===== config.mk =====
export PLATFORM = sky130hd
export DESIGN_NAME = irq_sense_ctrl
export DESIGN_NICKNAME = d
export VERILOG_FILES = /design/src/rtl/isc_pkg.sv /design/src/rtl/isc_sync.sv /design/src/rtl/isc_regs.sv /design/src/rtl/isc_pin.sv /design/src/rtl/irq_sense_ctrl.sv
export SDC_FILE = /design/constraint.sdc
export NUM_CORES = 1
export LEC_CHECK = 0
export ABC_AREA = 0
export ABC_CLOCK_PERIOD_IN_PS = 2100
export CORE_MARGIN = 3
export CORE_UTILIZATION = 45
export DETAILED_ROUTE_END_ITERATION = 8
export PLACE_DENSITY = 0.76
export SLEW_MARGIN = 20
export SYNTH_ARGS = -nofsm -noshare
export SYNTH_HDL_FRONTEND = slang
export SYNTH_SLANG_ARGS = --single-unit
export TNS_END_PERCENT = 10

===== constraint.sdc =====
create_clock -name clk -period 2.1 [get_ports clk]
set_input_delay 0.525 -clock clk [delete_from_list [all_inputs] [get_ports clk]]
set_output_delay 0.525 -clock clk [all_outputs]
set_load 0.05 [all_outputs]

===== src/rtl/isc_pkg.sv =====
package isc_pkg;
  typedef enum logic [1:0] {
    SNS_LOW  = 2'b00,
    SNS_FALL = 2'b01,
    SNS_RISE = 2'b10,
    SNS_BOTH = 2'b11
  } sense_t;

  localparam logic [1:0] ADDR_HI  = 2'd0;
  localparam logic [1:0] ADDR_LO  = 2'd1;
  localparam logic [1:0] ADDR_FLG = 2'd2;
endpackage


===== src/rtl/isc_sync.sv =====
module isc_sync #(
  parameter int W      = 8,
  parameter int STAGES = 2
) (
  input  logic         clk,
  input  logic         rst,
  input  logic [W-1:0] d,
  output logic [W-1:0] q
);
  logic [W-1:0] chain [STAGES];

  always_ff @(posedge clk) begin
    if (rst) begin
      for (int s = 0; s < STAGES; s++) chain[s] <= '1;
    end else begin
      chain[0] <= d;
      for (int s = 1; s < STAGES; s++) chain[s] <= chain[s-1];
    end
  end

  assign q = chain[STAGES-1];
endmodule


===== src/rtl/isc_regs.sv =====
module isc_regs import isc_pkg::*; #(
  parameter int DATA_W = 8
) (
  input  logic                  clk,
  input  logic                  rst,
  input  logic                  bus_wr,
  input  logic [1:0]            bus_addr,
  input  logic [DATA_W-1:0]     bus_wdata,
  output logic [DATA_W-1:0]     bus_rdata,
  input  logic [DATA_W-1:0]     flags,
  output logic [2*DATA_W-1:0]   mode_vec,
  output logic [DATA_W-1:0]     mode_chg,
  output logic [DATA_W-1:0]     clr
);
  localparam int NPINS    = DATA_W;
  localparam int PER_REG  = DATA_W / 2;

  logic [DATA_W-1:0] mode_hi, mode_lo;
  logic              wr_hi, wr_lo;

  assign wr_hi = bus_wr && (bus_addr == ADDR_HI);
  assign wr_lo = bus_wr && (bus_addr == ADDR_LO);

  always_ff @(posedge clk) begin
    if (rst) begin
      mode_hi <= '0;
      mode_lo <= '0;
    end else begin
      if (wr_hi) mode_hi <= bus_wdata;
      if (wr_lo) mode_lo <= bus_wdata;
    end
  end

  assign mode_vec = {mode_hi, mode_lo};

  for (genvar n = 0; n < NPINS; n++) begin : g_chg
    if (n >= PER_REG) begin : g_up
      assign mode_chg[n] = wr_hi &&
        (bus_wdata[2*(n-PER_REG) +: 2] != mode_hi[2*(n-PER_REG) +: 2]);
    end else begin : g_dn
      assign mode_chg[n] = wr_lo &&
        (bus_wdata[2*n +: 2] != mode_lo[2*n +: 2]);
    end
  end

  assign clr = (bus_wr && (bus_addr == ADDR_FLG)) ? bus_wdata : '0;

  always_comb begin
    case (bus_addr)
      ADDR_HI:  bus_rdata = mode_hi;
      ADDR_LO:  bus_rdata = mode_lo;
      ADDR_FLG: bus_rdata = flags;
      default:  bus_rdata = '0;
    endcase
  end

  a_r2_hi_readback: assert property (@(posedge clk) disable iff (rst)
    wr_hi |=> (mode_vec[2*DATA_W-1:DATA_W] == $past(bus_wdata)));
  a_r2_lo_keeps_hi: assert property (@(posedge clk) disable iff (rst)
    (bus_wr && bus_addr != ADDR_HI) |=> $stable(mode_vec[2*DATA_W-1:DATA_W]));
endmodule


===== src/rtl/isc_pin.sv =====
module isc_pin import isc_pkg::*; (
  input  logic   clk,
  input  logic   rst,
  input  logic   pin_s,
  input  sense_t mode,
  input  logic   mode_chg,
  input  logic   clr,
  output logic   flag,
  output logic   req
);
  logic prev, fall, rise, hit;

  always_ff @(posedge clk) begin
    if (rst) prev <= 1'b1;
    else     prev <= pin_s;
  end

  assign fall = prev & ~pin_s;
  assign rise = ~prev & pin_s;

  always_comb begin
    case (mode)
      SNS_FALL: hit = fall;
      SNS_RISE: hit = rise;
      SNS_BOTH: hit = fall | rise;
      default:  hit = 1'b0;
    endcase
  end

  always_ff @(posedge clk) begin
    if (rst)           flag <= 1'b0;
    else if (mode_chg) flag <= 1'b0;
    else if (hit)      flag <= 1'b1;
    else if (clr)      flag <= 1'b0;
  end

  assign req = (mode == SNS_LOW) ? ~pin_s : flag;

  a_r3_level_no_flag: assert property (@(posedge clk) disable iff (rst)
    (mode == SNS_LOW) |-> !flag);
  a_r9_change_clears: assert property (@(posedge clk) disable iff (rst)
    mode_chg |=> !flag);
  a_r8_edge_beats_clear: assert property (@(posedge clk) disable iff (rst)
    (hit && clr && !mode_chg) |=> flag);
  a_r4_flag_needs_edge: assert property (@(posedge clk) disable iff (rst)
    $rose(flag) |-> $past(hit));
endmodule


===== src/rtl/irq_sense_ctrl.sv =====
module irq_sense_ctrl import isc_pkg::*; #(
  parameter int DATA_W      = 8,
  parameter int SYNC_STAGES = 2
) (
  input  logic              clk,
  input  logic              rst,
  input  logic              bus_wr,
  input  logic [1:0]        bus_addr,
  input  logic [DATA_W-1:0] bus_wdata,
  output logic [DATA_W-1:0] bus_rdata,
  input  logic [DATA_W-1:0] ext_irq,
  output logic [DATA_W-1:0] irq_req
);
  localparam int NPINS = DATA_W;

  logic [NPINS-1:0]   pin_s, flags, mode_chg, clr;
  logic [2*NPINS-1:0] mode_vec;

  isc_sync #(.W(NPINS), .STAGES(SYNC_STAGES)) u_sync (
    .clk(clk), .rst(rst), .d(ext_irq), .q(pin_s)
  );

  isc_regs #(.DATA_W(DATA_W)) u_regs (
    .clk(clk), .rst(rst), .bus_wr(bus_wr), .bus_addr(bus_addr),
    .bus_wdata(bus_wdata), .bus_rdata(bus_rdata), .flags(flags),
    .mode_vec(mode_vec), .mode_chg(mode_chg), .clr(clr)
  );

  for (genvar n = 0; n < NPINS; n++) begin : g_pin
    isc_pin u_pin (
      .clk(clk), .rst(rst), .pin_s(pin_s[n]),
      .mode(sense_t'(mode_vec[2*n +: 2])),
      .mode_chg(mode_chg[n]), .clr(clr[n]),
      .flag(flags[n]), .req(irq_req[n])
    );
  end
endmodule


=== Word level (Yosys, flattened, before mapping) ===
Memories as Yosys holds them, arrays and structs flattened.
Cells that the tools add are included.

* Register bits after elaboration: 32
* Memory bits (writable): 16
* Input bits: 21
* Output and inout bits: 16
* Logic and storage cells: 170
* Memories: 1

* Equal/unequal tests: 34
* Multiplexer cells: 39
* Bitwise logic cells: 42
* Reductions and logical operators: 36

{| class="wikitable"
|+ Memory list
! name !! words !! width !! rd ports !! clocked after Yosys merged registers in !! write ports !! line !! source
|-
| u_sync.chain || 2 || 8 || 2 || 0 || 2 || isc_sync.sv:10 || <nowiki>logic [W-1:0] chain [STAGES];</nowiki>
|}

{| class="wikitable"
|+ Operator list
! kind !! count
|-
| $eq 2x2->1 const B || 17
|-
| $mux 1 || 27
|-
| $mux 8 || 3
|-
| $pmux 1 s3 || 8
|-
| $pmux 8 s3 || 1
|-
| $eq 2x1->1 const B || 9
|-
| $logic_not 2->1 || 9
|-
| $and 1x1->1 || 16
|-
| $ne 2x2->1 || 8
|-
| $not 1->1 || 16
|-
| $reduce_bool 2->1 || 8
|-
| $reduce_or 2->1 || 8
|-
| $logic_and 1x1->1 || 11
|-
| $or 1x1->1 || 10
|}

=== Longest topological paths before layout ===
* Depth after elaboration: 5
* Mapped depth: 5
* Gate-level depth less buffers: 5

=== Hierarchy ===
From an unflattened synthesis, not the netlist that was laid out.

* Cell total of the unflattened synthesis: 286
* Area total of the unflattened synthesis: 2677.6 um^2

{| class="wikitable"
|+ Modules (own cells, without submodules)
! module !! instances !! cells an instance !! area an instance (um^2) !! seq. area each (um^2)
|-
| isc_regs || 1 || 117 || 1134.8 || 320.3
|-
| isc_pin || 8 || 16 || 131.4 || 40.0
|-
| isc_sync || 1 || 41 || 491.7 || 320.3
|}

=== Worst setup path before layout ===
No wires, ideal clock.

* Path kind: input -> output
* Start: in bus_addr[1]
* End: out bus_rdata[3]
* Arrival: 1.868 ns
* Data required time: 1.575 ns
* Setup slack: -0.293 ns
* Stages on the path: 3
* Buffers on the path: 1
* Cells stage by stage: buf_6 > mux2i_1 > o21ai_0

* Cells in the longest elaborated chain, start to end: 2
* Elaborated cells between the ends (all ways): 4
* Classes of those cells: eq/ne (2); mux (1); reduce/logical (1)

{| class="wikitable"
|+ Ends and longest elaborated chain
! element !! line !! source
|-
| start, declared || irq_sense_ctrl.sv:8 || <nowiki>input logic [1:0] bus_addr,</nowiki>
|-
| $eq 2x2->1 (tied with other cells) || isc_regs.sv:49 || <nowiki>case (bus_addr)</nowiki>
|-
| $pmux 8 s3 (*) || isc_regs.sv:49 ||
|-
| end, declared || irq_sense_ctrl.sv:10 || <nowiki>output logic [DATA_W-1:0] bus_rdata,</nowiki>
|}

Every way passes the cells marked *; elsewhere a longest branch is shown, timed or not.

=== Worst setup path after layout ===
* Start: in bus_addr[1]
* End: out bus_rdata[2]

The elaborated chain is that of the path after synthesis.

==> run summary <==
The number of design rule violations left after detail routing came out at 0. The net switching share of the total power is 26.06%. The number of nets produced by synthesis is 332. The count of pins over their slew limit is 0. The setup path with the least slack is of type in2out. The cell count after placement is 396. The clock root buffer is sky130_fd_sc_hd__clkbuf_8. The cell area after synthesis is 2512 µm².

The global routing usage on met3 came out at 4.484%. The leakage power came out at 1.434 nW. The number of synthesis warnings came out at 0.

The unique cell type count in the Yosys netlist came out at 22. The mean number of vias per cell came out at 4.958. Across the whole layout, storage elements account for 960.9 µm². The number of antenna violations at the first check in global routing came out at 0. The count of endpoints failing setup in the final report is 0. Counting instances in the post-synthesis netlist gives the leading cell types as 48 x sky130_fd_sc_hd__dfxtp_1, 27 x sky130_fd_sc_hd__nand2_1, 24 x sky130_fd_sc_hd__inv_1, 24 x sky130_fd_sc_hd__nor2_1, 24 x sky130_fd_sc_hd__or2_2. The multiplexer share of the synthesized area is 6.375%. The number of antenna diodes in the final layout is 0. The arrival time of the worst setup path came out at 1.50 ns. Synthesis produced a netlist whose cell count is 295. The main combinational cell family by area after synthesis is simple AND/OR/NAND/NOR gates.

The share of layout cells above drive strength 1 is 20.96%. The growth of design area from synthesis to finish is 30.38%. In the global route stage, met1 resource usage came out at 20.65%. The post-synthesis register bit count came out at 48. After Yosys synthesis, XOR and XNOR cells account for 5.578% of the synthesized area. The design internal power is 1.480 mW.

The basic-gate share of the synthesized area counting and, or, nand and nor cells came out at 20.32%. The flow ran to the end, and the final reports show no timing, DRC or antenna violations. The number of nets in the finished design came out at 370. The fraction of the cycle the final worst path needs came out at 96.65%. For this design the total switching power over the nets is 521.8 µW.

The die width is 80.72 µm. The final wirelength is 4985 µm. The maximum resistive drop on vdd is 0.0004264 V.

Dividing the synthesized area by the synthesized cell count gives 8.517 µm². The first global-routing pass estimated 8438 µm of wire. The clock passes through at most 2 buffers. The share of synthesized area in the top cell type comes to 38.25%.

Once detailed placement completed, the half-perimeter wirelength came to 3620 µm. By area the synthesized netlist is led by sky130_fd_sc_hd__dfxtp_1 38%, sky130_fd_sc_hd__ha_1 8.0%, sky130_fd_sc_hd__mux2i_1 6.4%. The sequential power share is 48.4%. The global route total overflow came out at 0.

The count of nets left with antenna violations after detail routing came out at 0. The worst setup skew after layout came out at 0.002457 ns. The met2 track demand over resource is 28.06%. The most common cell in the netlist is sky130_fd_sc_hd__dfxtp_1. The area fraction in compound gates after synthesis came out at 12.95%. The total die area came out at 6516 µm².

The detailed router finished its first iteration with 90 violations. The count of filler cells inserted in the layout is 459. The biggest area contributor in the post-synthesis netlist is sky130_fd_sc_hd__dfxtp_1. The total clock buffers created by CTS is 5. The fraction of the core area covered by cells at the end of the flow is 62.54%. The multi-input combinational cells in the finished layout cover a total of 1344 µm². The headroom to the max-slew limit is 80.62%. The region available for standard cell placement spans 5238 µm². Setup repair after global routing left no endpoint under its margin. Counting flops with an async set or reset pin after synthesis yields a share of 0%. The power density over the cells came out at 611.1 nW/µm². The worst setup path is captured at an output pin. Based on the critical path, the design can be clocked at up to 492.7 MHz.

For this block, the via count after detailed routing is 2003. The measured slew at the worst slew-check pin came out at 0.2916 ns. The minimum period implied by the final worst setup slack is 2.030 ns. The portion of total power attributed to combinational logic is 18.5%.

In this run the core area contains 26 standard-cell rows. The I/O pin count is 37. The clock edge transition at the registers on the reported setup and hold paths came out at 0.09 ns. The initial standard-cell utilization of the core is 47.97%. The detailed-routing iteration count for the pre-antenna-repair pass came out at 5. The worst hold path belongs to the class reg2reg. The finished layout holds 404 standard cells, fillers aside. Routability-driven placement finished with a final weighted congestion of 0.7858. For this run, the leading register cell type out of synthesis is sky130_fd_sc_hd__dfxtp_1. Global routing used 16.74% of the available tracks.

The synthesized netlist devotes 7.968% of its cell area to adder and majority cells. The clock share of power is 33.1%. The count of buffers from port buffering is 36. The insertion delay to the later sink of the worst-skew pair is 0.30 ns. Sequential cells were found to cover 38.25% of the synthesized design area. The data required time of the critical path is 1.57 ns. TritonCTS built the clock tree. The largest net degree at the start of global routing is 40.

The post-CTS setup-driven buffer insertion count came out at 0. In the final routed layout, each cell accounts on average for 12.34 µm. The max-capacitance violation count came out at 0. Clock tree synthesis found a total of 48 sinks. The most utilized layer in the global route result is met2. The vertical extent of the die is 80.72 µm. The category of the worst setup path launch point is an input pin. Of all nets on the critical path, the largest fanout is 12. Yosys mapped a number of flops with a built-in enable equal to 0. The H-tree depth came out at 2.

The via count of the first global-routing pass was 1806. The final number of hold-violating endpoints is 0.
[metal layers]
metal / part of all wire [%] / up-vias
li1: - / 1034
met1: 45 / 919
met2: 47 / 43
met3: 5.2 / 7
met4: 1.9 / 0
met5: 0 / -
[kinds of logic after synthesis]
logic type,after synthesis
adders and majority gates,16
AOI/OAI and AO/OA,56
buffers and inverters,45
xor gates and xnor gates,16
muxes,16
and+or+nand+nor,98
DFF,48
[placed cells by master (no fill, tap or decap), types with 2 or more instances in the layout]
cell,instances
sky130_fd_sc_hd__xnor2_1,16
sky130_fd_sc_hd__clkbuf_8,5
sky130_fd_sc_hd__a21oi_1,22
sky130_fd_sc_hd__nor2_1,24
sky130_fd_sc_hd__mux2i_1,16
sky130_fd_sc_hd__o21ai_0,18
sky130_fd_sc_hd__clkdlybuf4s50_1,18
sky130_fd_sc_hd__nand2_1,27
sky130_fd_sc_hd__ha_1,16
sky130_fd_sc_hd__o211ai_1,3
sky130_fd_sc_hd__or2_2,24
sky130_fd_sc_hd__buf_4,12
sky130_fd_sc_hd__a21oi_2,2
sky130_fd_sc_hd__a311oi_1,8
sky130_fd_sc_hd__nand3b_1,9
sky130_fd_sc_hd__inv_1,24
sky130_fd_sc_hd__buf_12,19
sky130_fd_sc_hd__nor2b_1,10
sky130_fd_sc_hd__o21ai_1,3
sky130_fd_sc_hd__dfxtp_1,48
[worst max-delay path, stage by stage]
cell                              delay (ns)
sky130_fd_sc_hd__clkdlybuf4s15_2        0.24
sky130_fd_sc_hd__buf_12                 0.16
sky130_fd_sc_hd__mux2i_1                0.21
sky130_fd_sc_hd__o21ai_1                0.08
sky130_fd_sc_hd__buf_4                  0.14
sky130_fd_sc_hd__buf_12                 0.14
[final cells by class]
type	instances	share of cell area, %
multi-input combinational	202	41.02
sequential	48	29.34
inverter	24	2.750
clock inverter	3	1.299
timing repair buffer	52	20.82
tap	70	2.674
clock buffer	5	2.101
[final timing paths]
path / from / to / slack (ns) / cells after the start
setup / recovery: bus_addr[1] / bus_rdata[2] / 0.07 / 6
setup reg to reg: g_pin[1].u_pin.prev / g_pin[1].u_pin.flag / 0.90 / 5
hold / removal: u_sync.chain[0][7] / u_sync.chain[0][15] / 0.41 / 1
hold reg to reg: u_sync.chain[0][7] / u_sync.chain[0][15] / 0.41 / 1
[power by group through the flow]
stage               clock (mW)  sequential, mW  combinational [mW]
floorplan                    0           0.980               0.218
detailed placement           0           0.990               0.370
CTS                      0.683           0.969               0.374
global placement             0           0.989               0.364
finish                   0.663           0.969               0.370
global route             0.721           0.974               0.399
[metrics by stage]
stage / area, µm² / hold slack, ns / power (mW) / TNS, ns / worst slack (ns)
finish: 3276 / 0.4130 / 2.002 / 0 / 0.07034
global route: 3276 / 0.4286 / 2.094 / 0 / 0.01052
CTS: 3276 / 0.4155 / 2.026 / 0 / 0.05692
detailed placement: 3153 / 0.3937 / 1.361 / -1.817 / -0.2779
global placement: 3153 / 0.3918 / 1.353 / -1.441 / -0.1888
floorplan: 2512 / 0.3895 / 1.198 / -2.021 / -0.2897
[timing repair]
action / in CTS / in global routing
gates resized for setup: 9 / 0
hold buffers: 0 / 0
setup endpoints to repair: 8 / 0
[registers in the layout (all words and copies together) (netlist names)]
signal            cells
u_regs.mode_lo        8
g_pin.u_pin.flag      8
u_sync.chain         16
g_pin.u_pin.prev      8
u_regs.mode_hi        8
(Power assumes the default switching activity.)
